===== src/rtl/apd_pkg.sv =====
package apd_pkg;

  typedef struct packed {
    logic sampleTick;
    logic clearInteg;
  } apdStrobes_t;

  function automatic int unsigned pauseLimit(int unsigned idx, int unsigned stepMs,
                                             int unsigned rateHz);
    return ((idx + 1) * stepMs * rateHz) / 1000;
  endfunction

endpackage


===== src/rtl/apd_datapath.sv =====
module apd_datapath
  import apd_pkg::*;
#(
  parameter int unsigned PT_SEL_W    = 2,
  parameter int unsigned PT_STEP_MS  = 10,
  parameter int unsigned SAMPLE_HZ   = 2341,
  parameter int unsigned LOUD_WEIGHT = 8
) (
  input  logic                clk,
  input  logic                rstN,
  input  logic                levelAbove,
  input  logic [PT_SEL_W-1:0] ptSel,
  input  apdStrobes_t         strobes,
  output logic                pauseHit
);

  localparam int unsigned PT_COUNT  = 1 << PT_SEL_W;
  localparam int unsigned MAX_LIMIT = pauseLimit(PT_COUNT - 1, PT_STEP_MS, SAMPLE_HZ);
  localparam int unsigned INT_W     = $clog2(MAX_LIMIT + LOUD_WEIGHT + 2) + 1;

  logic [INT_W-1:0] limitTab [PT_COUNT];
  logic [INT_W-1:0] integ;
  logic [INT_W-1:0] stepped;
  logic [INT_W-1:0] loudStep;

  for (genvar g = 0; g < PT_COUNT; g++) begin : gLimit
    assign limitTab[g] = INT_W'(pauseLimit(g, PT_STEP_MS, SAMPLE_HZ));
  end

  assign loudStep = INT_W'(LOUD_WEIGHT);

  always_comb begin
    if (levelAbove) begin
      stepped = (integ >= loudStep) ? (integ - loudStep) : '0;
    end else begin
      stepped = integ + INT_W'(1);
    end
  end

  assign pauseHit = strobes.sampleTick && (stepped > limitTab[ptSel]);

  always_ff @(posedge clk) begin
    if (!rstN || strobes.clearInteg) begin
      integ <= '0;
    end else if (strobes.sampleTick) begin
      integ <= pauseHit ? '0 : stepped;
    end
  end

endmodule


===== src/rtl/apd_control.sv =====
module apd_control
  import apd_pkg::*;
#(
  parameter int unsigned TICK_DIV    = 85434,
  parameter int unsigned HOLD_CYCLES = 100000
) (
  input  logic        clk,
  input  logic        rstN,
  input  logic        enable,
  input  logic        irqMask,
  input  logic        statusRead,
  input  logic        pauseHit,
  output apdStrobes_t strobes,
  output logic        pauseFlag,
  output logic        irqOut
);

  localparam int unsigned TICK_W = $clog2(TICK_DIV + 1);
  localparam int unsigned HOLD_W = $clog2(HOLD_CYCLES + 1);

  logic [TICK_W-1:0] tickCnt;
  logic [HOLD_W-1:0] holdCnt;
  logic              tickWrap;
  logic              holdDone;
  logic              flagQ;

  assign tickWrap = (tickCnt == TICK_W'(TICK_DIV - 1));
  assign holdDone = (holdCnt == HOLD_W'(HOLD_CYCLES));

  always_ff @(posedge clk) begin
    if (!rstN || !enable) begin
      tickCnt <= '0;
    end else if (tickWrap) begin
      tickCnt <= '0;
    end else begin
      tickCnt <= tickCnt + TICK_W'(1);
    end
  end

  always_comb begin
    strobes.sampleTick = enable && tickWrap;
    strobes.clearInteg = !enable;
  end

  always_ff @(posedge clk) begin
    if (!rstN || !enable || pauseHit) begin
      holdCnt <= '0;
    end else if (!holdDone) begin
      holdCnt <= holdCnt + HOLD_W'(1);
    end
  end

  always_ff @(posedge clk) begin
    if (!rstN) begin
      flagQ <= 1'b0;
    end else if (pauseHit) begin
      flagQ <= 1'b1;
    end else if (statusRead && holdDone) begin
      flagQ <= 1'b0;
    end
  end

  assign pauseFlag = flagQ;
  assign irqOut    = flagQ & irqMask;

endmodule


===== src/rtl/audio_pause_detect.sv =====
module audio_pause_detect
  import apd_pkg::*;
#(
  parameter int unsigned PT_SEL_W    = 2,
  parameter int unsigned PT_STEP_MS  = 10,
  parameter int unsigned SAMPLE_HZ   = 2341,
  parameter int unsigned LOUD_WEIGHT = 8,
  parameter int unsigned TICK_DIV    = 85434,
  parameter int unsigned HOLD_CYCLES = 100000
) (
  input  logic                clk,
  input  logic                rstN,
  input  logic                enable,
  input  logic                levelAbove,
  input  logic [PT_SEL_W-1:0] ptSel,
  input  logic                irqMask,
  input  logic                statusRead,
  output logic                pauseFlag,
  output logic                irqOut
);

  apdStrobes_t strobes;
  logic        pauseHit;

  apd_control #(
    .TICK_DIV   (TICK_DIV),
    .HOLD_CYCLES(HOLD_CYCLES)
  ) uCtl (
    .clk       (clk),
    .rstN      (rstN),
    .enable    (enable),
    .irqMask   (irqMask),
    .statusRead(statusRead),
    .pauseHit  (pauseHit),
    .strobes   (strobes),
    .pauseFlag (pauseFlag),
    .irqOut    (irqOut)
  );

  apd_datapath #(
    .PT_SEL_W   (PT_SEL_W),
    .PT_STEP_MS (PT_STEP_MS),
    .SAMPLE_HZ  (SAMPLE_HZ),
    .LOUD_WEIGHT(LOUD_WEIGHT)
  ) uDp (
    .clk       (clk),
    .rstN      (rstN),
    .levelAbove(levelAbove),
    .ptSel     (ptSel),
    .strobes   (strobes),
    .pauseHit  (pauseHit)
  );

endmodule


===== config.mk =====
export PLATFORM = sky130hd
export DESIGN_NAME = audio_pause_detect
export DESIGN_NICKNAME = d
export VERILOG_FILES = /design/src/rtl/apd_pkg.sv /design/src/rtl/apd_datapath.sv /design/src/rtl/apd_control.sv /design/src/rtl/audio_pause_detect.sv
export SDC_FILE = /design/constraint.sdc
export NUM_CORES = 1
export LEC_CHECK = 0
export ABC_AREA = 0
export BUFFER_PORTS_ARGS = -buffer_cell sky130_fd_sc_hd__buf_2
export CAP_MARGIN = 20
export CORE_ASPECT_RATIO = 1.75
export CORE_UTILIZATION = 50
export DETAILED_ROUTE_END_ITERATION = 7
export PLACE_DENSITY = 0.69
export SLEW_MARGIN = 20
export SYNTH_ARGS = -nofsm -noshare
export SYNTH_HDL_FRONTEND = slang
export SYNTH_SLANG_ARGS = --single-unit
export TNS_END_PERCENT = 1

===== constraint.sdc =====
create_clock -name clk -period 2.8 [get_ports clk]
set_input_delay 0.56 -clock clk [delete_from_list [all_inputs] [get_ports clk]]
set_output_delay 0.56 -clock clk [all_outputs]
set_load 0.05 [all_outputs]

==> summary.md <==
| Metric | Value |
|---|---|
| Status | finished, violations left |
| Violated checks | negative setup slack |
| Layout cells sized above 1 | 25.16% |
| Max Root-Sink Buffers | 2 |
| Antenna violations before repair | 0 |
| Buf/Inv on CP | 4 |
| Max IR drop VDD | 0.3800 mV |
| Total CTS buffers | 5 |
| CP Data Required Time | 2.95 ns |
| Final core utilization | 65.07% |
| Routed WL | 5237 um |
| Asr flop ratio synth | 0% |
| Post-synthesis sequential area ratio | 36.17% |
| # fillers | 395 |
| Yosys cell types | 47 |
| Fin crit share | 103.0% |
| CP Cell Sequence | buf_4, or4b_4, inv_2, a21oi_2, o22ai_2, ha_4, buf_6, and4_1, a311o_1, a21oi_4, clkbuf_16, nor3_2 |
| CTS H-tree depth | 2 |
| Largest net degree at the start of global routing | 23 |
| Worst hold path class | flip-flop to flip-flop |
| CP Data Arrival Time | 3.03 ns |
| Root buffer cell | clkbuf_8 |
| CP delay by family, top | compound AO/OA/AOI/OAI gates |
| CTS tree | yes |
| N_diodes | 0 |
| Kind of critical path | flip-flop to flip-flop |
| Ports | 10 |
| Slew margin rel. | 29.08% |
| Worst stage delay on the critical path | 0.51 ns |
| Clock net sink count | 43 |
| Max-Cap Viols | 0 |
| Starting Density | 53.07% |
| Mapped Area | 2380 sq um |
| Crit path launch type | flip-flop |
| Grt ovf | 0 |
| Core area | 4484 sq um |
| Die area | 5050 sq um |
| Skew final | 0.005288 ns |
| Port bufs | 9 |
| Main flop type after synthesis | dfxtp_1 |
| Via count | 2071 |
| Worst Path Max Fanout | 8 |
| LEAKAGE | 1.133 nW |
| Final setup vio count | 18 |
| CTS Hold Bufs | 0 |
| First-pass GRT wire length | 8128 um |
| Setup WS post-layout | -0.08476 ns |
| Clock transition at the registers of the reported paths | 0.08 ns |
| Syn Inst Count | 280 |
| GP Congestion | 0.8029 |
| Clock Latency Late Sink | 0.30 ns |
| DRT antenna net count | 0 |
| Max-slew violations | 0 |
| Yosys warning total | 0 |
| Slew at the pin closest to its max-slew limit | 1.061 ns |
| Fmax | 346.7 MHz |
| DR vias/cell | 5.674 |
| Nets@finish | 337 |
| FP Rows | 32 |
| DR WL/cell | 14.35 um |
| Final Hold Viols | 0 |
| DRC | 0 |
| Power density cells | 367.2 nW/um^2 |
| Gr usage total | 21.96% |
| Detail Placement HPWL | 3622 um |
| Unrepaired setup endpoints after global routing | true |
| Chip width | 54.15 um |
| 1st-pass router iterations | 4 |
| DP Worst Slack | -0.2975 ns |
| Layout area overhead | 22.61% |
| Slowest CP cell | or4b_4 |
| Mapped Avg Cell Area | 8.499 sq um |
| Die height | 93.27 um |
| Critical Path Sink Type | flip-flop |
| DR iter-0 viols | 52 |
| Final Critical Period | 2.885 ns |
| Number of synthesized register bits | 43 |
| Synthesized Nets | 304 |
| Post-synth EDFFs | 0 |
| Vias in the first global route | 1909 |
power by group:
group | total, mW | internal (mW) | leakage (nW) | switching, mW
Combinational | 0.0736 | 0.0306 | 0.737 | 0.0429
Sequential | 0.615 | 0.613 | 0.348 | 0.00278
Clock | 0.382 | 0.171 | 0.0477 | 0.212
layout make-up:
type | count | area, sq um | share of cell area (%)
clock buffer | 5 | 68.82 | 2.358
clock inverter | 3 | 15.01 | 0.5146
inverter | 16 | 60.06 | 2.058
multi-input combinational | 211 | 1564 | 53.60
sequential | 43 | 864.6 | 29.63
tap | 51 | 63.81 | 2.187
timing repair buffer | 36 | 281.5 | 9.648
per-layer routing:
metal	GRT usage, %	routed length, um	up-vias
li1	-	-	1035
met3	3.902	97	19
met2	40.65	2885	28
met5	0	0	-
met4	11.75	238	0
met1	21.16	2015	989
Yosys cell counts, drive strengths merged (2+ instances only):
cell / count / area share, %
a21o: 2 / 0.63
a21oi: 6 / 1.7
and2: 4 / 1.1
and3: 10 / 2.6
and4: 2 / 0.74
buf: 4 / 1.4
clkbuf: 6 / 0.95
dfxtp: 43 / 36
ha: 16 / 8.4
inv: 16 / 2.5
nand2: 33 / 5.2
nand2b: 2 / 0.53
nand3: 14 / 3.4
nand4: 7 / 1.8
nor2: 24 / 3.8
nor3: 25 / 5.7
o21ai: 2 / 0.42
o22ai: 5 / 1.3
o32ai: 4 / 1.5
or4b: 2 / 0.84
xnor2: 12 / 4.4
xor2: 21 / 7.7
worst paths after layout:
path / startpoint / end / slack [ns] / depth (start not counted)
setup / recovery: uDp.integ[3]$_SDFFE_PP0P_ / uCtl.holdCnt[13]$_SDFFE_PP0P_ / -0.08 / 12
hold / removal: uCtl.tickCnt[0]$_SDFF_PP0_ / uCtl.tickCnt[0]$_SDFF_PP0_ / 0.47 / 1
setup reg to reg: uDp.integ[3]$_SDFFE_PP0P_ / uCtl.holdCnt[13]$_SDFFE_PP0P_ / -0.08 / 12
hold reg to reg: uCtl.tickCnt[0]$_SDFF_PP0_ / uCtl.tickCnt[0]$_SDFF_PP0_ / 0.47 / 1
state kept, by name (all words and copies together) (netlist names):
name            count
uCtl.tickCnt       17
uDp.integ           8
uCtl.pauseFlag      1
uCtl.holdCnt       17
timing repair:
action,in CTS,in global routing
pin swaps,2,8
gates resized for setup,3,17
setup buffers,1,1
endpoints found under the setup margin,24,25
gates cloned,0,1
cell families after synthesis:
kind of cell | after synthesis | share of synthesized area (%)
fa+ha+maj | 16 | 8.412
flops | 43 | 36.17
mux | 1 | 0.4732
simple gates | 133 | 29.18
buf+inv | 26 | 4.837
xor+xnor | 33 | 12.15
compound gates | 28 | 8.781
layout by cell type, fill, tap and decap left out, types with 2 or more instances in the layout:
cell      netlist  layout
nand2_2         0       2
nor2_1         24      24
ha_1           16      14
buf_2           2       9
nand3_1        12      12
o21ai_0         2       2
nand2b_1        2       2
nand2_1        33      31
xnor2_1        12      12
o22ai_2         0       2
clkbuf_8        0       5
and3_1         10      10
xor2_1         21      20
nor3_1         24       8
nor3_2          0      16
a21oi_1         5       4
and2_1          4       4
and4_1          2       2
o32ai_1         4       3
buf_4           0      24
dfxtp_1        43      42
clkinv_2        0       3
a21o_1          2       2
nand4_1         7       7
inv_1          16      15
ha_4            0       2
o22ai_1         5       3
stage by stage:
step,setup TNS [ns],hold WS [ns],total power [mW],cell area [sq um],instances
after floorplan,-0.1204,0.4295,0.6756,2451,280
after global placement,-4.726,0.4452,0.6954,2688,354
after detailed placement,-5.438,0.4547,0.6967,2688,354
after CTS,-0.1037,0.4744,1.073,2794,363
after global routing,-6.495,0.4975,1.107,2918,365
final,-1.111,0.4670,1.071,2918,365
Note: power is estimated with default switching activity, not from simulation.
